===== src/rtl/frac_mac_pkg.sv =====
package frac_mac_pkg;
  localparam int DW_DEF = 24;
  localparam int EW_DEF = 8;

  typedef enum logic [1:0] {
    OP_NOP = 2'd0,
    OP_MPY = 2'd1,
    OP_MAC = 2'd2,
    OP_RND = 2'd3
  } mac_op_e;

  typedef struct packed {
    logic    valid;
    mac_op_e op;
    logic    sel;
    logic    rnd;
  } mac_ctl_t;
endpackage


===== src/rtl/mac_mult_stage.sv =====
module mac_mult_stage
  import frac_mac_pkg::*;
#(
  parameter int DW = DW_DEF,
  parameter int EW = EW_DEF
) (
  input  logic                    clk,
  input  logic                    rst,
  input  logic                    in_valid,
  input  logic [1:0]              op_code,
  input  logic                    acc_sel,
  input  logic                    sgn_x,
  input  logic                    sgn_y,
  input  logic                    rnd_en,
  input  logic [DW-1:0]           opnd_x,
  input  logic [DW-1:0]           opnd_y,
  output mac_ctl_t                ctl_q,
  output logic [EW+2*DW-1:0]      prod_q
);
  localparam int AW = EW + 2*DW;
  localparam int PW = 2*DW + 2;

  logic signed [DW:0]   x_w, y_w;
  logic signed [PW-1:0] p_raw;
  logic        [AW-1:0] p_ext;
  logic        [AW-1:0] p_frac;
  mac_op_e              op_in;

  // widen each operand by one bit: sign copy or zero
  always_comb begin
    x_w    = $signed({sgn_x & opnd_x[DW-1], opnd_x});
    y_w    = $signed({sgn_y & opnd_y[DW-1], opnd_y});
    p_raw  = x_w * y_w;
    p_ext  = {{(AW-PW){p_raw[PW-1]}}, p_raw};
    p_frac = p_ext << 1;
    op_in  = mac_op_e'(op_code);
  end

  always_ff @(posedge clk) begin
    if (rst) begin
      ctl_q  <= '0;
      prod_q <= '0;
    end else begin
      ctl_q.valid <= in_valid && (op_in != OP_NOP);
      ctl_q.op    <= op_in;
      ctl_q.sel   <= acc_sel;
      ctl_q.rnd   <= rnd_en;
      if (in_valid) prod_q <= p_frac;
    end
  end
endmodule


===== src/rtl/mac_acc_stage.sv =====
module mac_acc_stage
  import frac_mac_pkg::*;
#(
  parameter int DW = DW_DEF,
  parameter int EW = EW_DEF
) (
  input  mac_ctl_t               ctl_i,
  input  logic [EW+2*DW-1:0]     prod_i,
  input  logic [EW+2*DW-1:0]     acc_cur,
  output logic                   we,
  output logic [EW+2*DW-1:0]     res
);
  localparam int AW = EW + 2*DW;
  localparam logic [AW-1:0] HALF = AW'(1) << (DW-1);

  logic [AW-1:0] base, addend, sum, rounded;
  logic          do_rnd;

  always_comb begin
    base    = (ctl_i.op == OP_MPY) ? '0 : acc_cur;
    addend  = (ctl_i.op == OP_RND) ? '0 : prod_i;
    sum     = base + addend;
    do_rnd  = ctl_i.rnd || (ctl_i.op == OP_RND);
    rounded = sum + HALF;
    rounded[DW-1:0] = '0;
    res     = do_rnd ? rounded : sum;
    we      = ctl_i.valid;
  end
endmodule


===== src/rtl/mac_acc_file.sv =====
module mac_acc_file #(
  parameter int DW   = 24,
  parameter int EW   = 8,
  parameter int NACC = 2
) (
  input  logic                              clk,
  input  logic                              rst,
  input  logic                              we,
  input  logic [((NACC>1)?$clog2(NACC):1)-1:0] wsel,
  input  logic [EW+2*DW-1:0]                wdata,
  output logic [NACC-1:0][EW+2*DW-1:0]      acc_q,
  output logic [NACC-1:0]                   ovf_q
);
  localparam int AW = EW + 2*DW;
  localparam int SW = (NACC > 1) ? $clog2(NACC) : 1;

  logic [AW-2*DW:0] top_bits;
  logic             ovf_new;

  always_comb begin
    top_bits = wdata[AW-1:2*DW-1];
    ovf_new  = !((&top_bits) || !(|top_bits));
  end

  for (genvar g = 0; g < NACC; g++) begin : g_acc
    always_ff @(posedge clk) begin
      if (rst) begin
        acc_q[g] <= '0;
        ovf_q[g] <= 1'b0;
      end else if (we && (wsel == SW'(g))) begin
        acc_q[g] <= wdata;
        ovf_q[g] <= ovf_new;
      end
    end
  end
endmodule


===== src/rtl/frac_mac_unit.sv =====
module frac_mac_unit
  import frac_mac_pkg::*;
#(
  parameter int DW = DW_DEF,
  parameter int EW = EW_DEF
) (
  input  logic                 clk,
  input  logic                 rst,
  input  logic                 in_valid,
  input  logic [1:0]           op_code,
  input  logic                 acc_sel,
  input  logic                 sgn_x,
  input  logic                 sgn_y,
  input  logic                 rnd_en,
  input  logic [DW-1:0]        opnd_x,
  input  logic [DW-1:0]        opnd_y,
  input  logic                 rd_sel,
  output logic [EW+2*DW-1:0]   acc_a,
  output logic [EW+2*DW-1:0]   acc_b,
  output logic                 ovf_a,
  output logic                 ovf_b,
  output logic [DW-1:0]        rd_data
);
  localparam int AW   = EW + 2*DW;
  localparam int NACC = 2;

  mac_ctl_t                  s1_ctl;
  logic [AW-1:0]             s1_prod;
  logic [NACC-1:0][AW-1:0]   acc_q;
  logic [NACC-1:0]           ovf_q;
  logic [AW-1:0]             acc_cur, wr_data;
  logic                      wr_en;
  logic                      s1_valid, s1_sel, s1_rnd;
  logic [1:0]                s1_op;

  mac_mult_stage #(.DW(DW), .EW(EW)) u_mult (
    .clk(clk), .rst(rst), .in_valid(in_valid), .op_code(op_code),
    .acc_sel(acc_sel), .sgn_x(sgn_x), .sgn_y(sgn_y), .rnd_en(rnd_en),
    .opnd_x(opnd_x), .opnd_y(opnd_y), .ctl_q(s1_ctl), .prod_q(s1_prod)
  );

  // late read of the destination: previous write already landed
  assign acc_cur = acc_q[s1_ctl.sel];

  mac_acc_stage #(.DW(DW), .EW(EW)) u_add (
    .ctl_i(s1_ctl), .prod_i(s1_prod), .acc_cur(acc_cur),
    .we(wr_en), .res(wr_data)
  );

  mac_acc_file #(.DW(DW), .EW(EW), .NACC(NACC)) u_file (
    .clk(clk), .rst(rst), .we(wr_en), .wsel(s1_ctl.sel),
    .wdata(wr_data), .acc_q(acc_q), .ovf_q(ovf_q)
  );

  assign s1_valid = s1_ctl.valid;
  assign s1_sel   = s1_ctl.sel;
  assign s1_rnd   = s1_ctl.rnd;
  assign s1_op    = s1_ctl.op;

  assign acc_a   = acc_q[0];
  assign acc_b   = acc_q[1];
  assign ovf_a   = ovf_q[0];
  assign ovf_b   = ovf_q[1];
  assign rd_data = acc_q[rd_sel][2*DW-1:DW];
endmodule


===== config.mk =====
export PLATFORM = sky130hd
export DESIGN_NAME = frac_mac_unit
export DESIGN_NICKNAME = d
export VERILOG_FILES = /design/src/rtl/frac_mac_pkg.sv /design/src/rtl/mac_mult_stage.sv /design/src/rtl/mac_acc_stage.sv /design/src/rtl/mac_acc_file.sv /design/src/rtl/frac_mac_unit.sv
export SDC_FILE = /design/constraint.sdc
export NUM_CORES = 2
export LEC_CHECK = 0
export ABC_AREA = 0
export ABC_CLOCK_PERIOD_IN_PS = 9500
export BUFFER_PORTS_ARGS = -buffer_cell sky130_fd_sc_hd__buf_2
export CORE_MARGIN = 4
export CORE_UTILIZATION = 65
export CTS_CLUSTER_DIAMETER = 40
export DETAILED_ROUTE_END_ITERATION = 12
export PLACE_DENSITY = 0.86
export SYNTH_ARGS = -nofsm -noshare
export SYNTH_HDL_FRONTEND = slang
export SYNTH_SLANG_ARGS = --single-unit

===== constraint.sdc =====
create_clock -name clk -period 9.5 [get_ports clk]
set_clock_uncertainty 0.05 [all_clocks]
set_input_delay 0.95 -clock clk [delete_from_list [all_inputs] [get_ports clk]]
set_output_delay 0.95 -clock clk [all_outputs]
set_load 0.02 [all_outputs]

==> results by group <==
Clocking
  • # hold bufs at CTS: 0
  • Clk pin slew, worst setup/hold paths: about 70 ps
  • H-Tree Depth: 4
  • Sink Count: between 150 and 200
  • CTS-repair resized insts: 0
  • Worst skew pair latency: roughly 460 ps
  • CTS Buffer Depth: 2
  • Root buffer cell: clkbuf_16
  • TritonCTS clock tree: yes
  • Post CTS Setup Buffer Count: 0
  • CTS Buf Count: 17

STA
  • Worst Tran Pin Value: about 1100 ps
  • Unrepaired setup endpoints after global routing: no
  • Final hold vios: 0
  • Fin crit period: around 8600 ps
  • Period utilization: 90.6%
  • Fin. max-slew vios: 0
  • Count of final setup violators: 0
  • Setup_tns: 0 ps
  • Fmax: 116 MHz
  • Max-Slew Margin vs Limit: between 20% and 30%
  • Hold slack final: approximately 410 ps

Finish
  • Commonest non-fill, non-tap cell in the layout: fa_1
  • Commonest non-fill, non-tap cells in the layout: 660 x fa_1, 653 x inv_1, 508 x nand2_1, 302 x and2_1, 294 x nor2_1
  • Area taken by flip-flops and latches: 0.00339 sq mm
  • Final net count: ~4900
  • Multi-input logic area: between 0.02 and 0.03 sq mm
  • Area grow syn2layout: 5.14%
  • Filler cell count: between 3000 and 4000
  • Number of diodes: 0
  • Layout cell share with drive strength beyond 1: under 10%

Worst setup path
  • Worst path required time: slightly below 10000 ps
  • Critical path arrival: between 8000 and 9000 ps
  • Most frequent CP cell: fa_1
  • CP max stage delay: 590 ps
  • Critical-path maximum fanout: 25
  • Crit-path slowest cell: or4b_2
  • Worst setup SP type: primary input
  • Worst setup path class: primary input to register
  • Crit. End Element: register

Global routing
  • Global-route wire length before repair: ~140 mm
  • GRT Overall Usage: approximately a third
  • Initial antenna violation count: 0
  • Largest net degree at the start of global routing: roughly 110
  • Vias in the first global route: roughly 29000
  • Total gr overflow: 0

Synthesis
  • Post-Syn Instances: just under 4000
  • Mapped Area: between 0.03 and 0.04 sq mm
  • Asr flop ratio synth: 0%
  • Synth Net Count: roughly 4800
  • Main synth FF type: dfxtp_1
  • Post-synth cell types: 91
  • Register area share after synthesis: between 9 and 10%
  • Synth top area share: ~39%
  • Post-synth EDFFs: 0
  • Yosys reg bits: 169
  • Yosys warning count: 0
  • Area contributors post-synth: fa_1 39%, dfxtp_1 9.9%, inv_1 7.2%
  • Synthesized area per cell: between 8 and 9 sq um
  • Leading area contributor after synthesis: fa_1

Detailed routing
  • Detailed Route WL: around 87 mm
  • DRC Markers: 0
  • Vias: around 27000
  • WL per Instance: around 19 microns
  • DRT antenna net count: 0
  • DR pass1 iterations: 6
  • Via-to-Cell Ratio: just under 6
  • Initial drt markers: between 2000 and 2500

Die
  • Num rows: between 80 and 90
  • Initial Utilization: between 60% and 70%
  • Core Box Area: 0.0516 sq mm
  • DIE WIDTH: 237 microns
  • Die Footprint: between 0.05 and 0.06 sq mm
  • I/O Pins: approximately 200
  • Die height: about 240 microns

Outcome
  • Status: finished, final reports clean

Place
  • Post-DP HPWL: between 70 and 80 mm
  • PortBufs: roughly 200
  • Routability cong.: 0.945

Min path
  • HP Class: register to register

Run
  • Number of max-cap violations: 0
[cells by family (layout without fill, tap and decap cells)]
logic type | count (synthesis) | after routing | synth area share (%)
and+or+nand+nor | 1335 | 1335 | 18.8
adders and majority gates | 855 | 855 | 46.0
buffers and inverters | 853 | 895 | 9.49
AOI/OAI and AO/OA | 472 | 472 | 9.18
DFF | 169 | 169 | 9.94
xor gates and xnor gates | 123 | 123 | 3.17
muxes | 113 | 113 | 3.41
[area by class of cell]
class | instances | share of cell area (%)
Timing Repair Buffer | 213 | 3.11
Multi-Input combinational cell | 2898 | 76.7
Inverter | 653 | 6.85
Clock buffer | 21 | 1.35
Clock inverter | 8 | 0.175
Tap cell | 680 | 2.38
Sequential cell | 169 | 9.47
[final timing paths]
check,start,to,slack [ps],cells after the start
max,opnd_x[13],u_mult.prod_q[50],890,26
min,u_mult.prod_q[1],u_mult.prod_q[1],410,2
max reg2reg,u_mult.ctl_q[1],u_file.ovf_q[0],3110,17
min reg2reg,u_mult.prod_q[1],u_mult.prod_q[1],410,2
[synthesized netlist by cell type (all sizes together) (4+ instances only)]
library cell,instances
xor2,45
o31ai,8
and3,27
nor2,294
o211ai,9
nand2b,20
mux2i,89
or3,5
a21oi,172
ha,195
fa,660
a21o,51
clkbuf,173
or4,4
nor3,26
a211o,8
buf,27
inv,653
o22ai,5
mux2,24
dfxtp,169
nor4b,4
and2,303
o21bai,13
nor4,9
nand4b,4
a211oi,75
o21a,11
nand4,25
nor3b,9
o21ai,63
nand3,54
a31oi,15
nand3b,7
or2,10
nand2,508
xnor2,78
nor2b,13
a21boi,4
[metal layers]
metal | vias to the layer above | global-route usage, % | share of wire (%)
li1 | 12300 | - | -
met1 | 13600 | 38.8 | 37
met2 | 1165 | 54.3 | 51
met3 | 341 | 4.60 | 6.4
met4 | 0 | 15.6 | 5.8
met5 | - | 0 | 0
[sequential cells by signal (all words and copies together), names as in the netlist]
signal	cells
u_file.ovf_q	2
u_file.acc_q	112
u_mult.ctl_q	5
u_mult.prod_q	50
[stage by stage]
stage / setup slack, ps / std cells / cell area [sq um] / util [%]
2_1_floorplan: 1460 / 3920 / 34000 / -
3_3_place_gp: 716 / 4613 / 35200 / 68.3
3_5_place_dp: 539 / 4613 / 35200 / 68.3
4_1_cts: 978 / 4642 / 35800 / 69.3
5_1_grt: 473 / 4642 / 35800 / 69.3
6_report: 895 / 4642 / 35800 / 69.3
[worst max-delay path, delay by kind of cell]
family / cells / cell delay [ps]
buffers and inverters: 5 / 680
AOI/OAI and AO/OA: 10 / 2410
adders and majority gates: 8 / 3870
and+or+nand+nor: 3 / 970
Power is not shown: default switching activity piles up to over one toggle a cycle in this logic, so the estimate is an artifact.
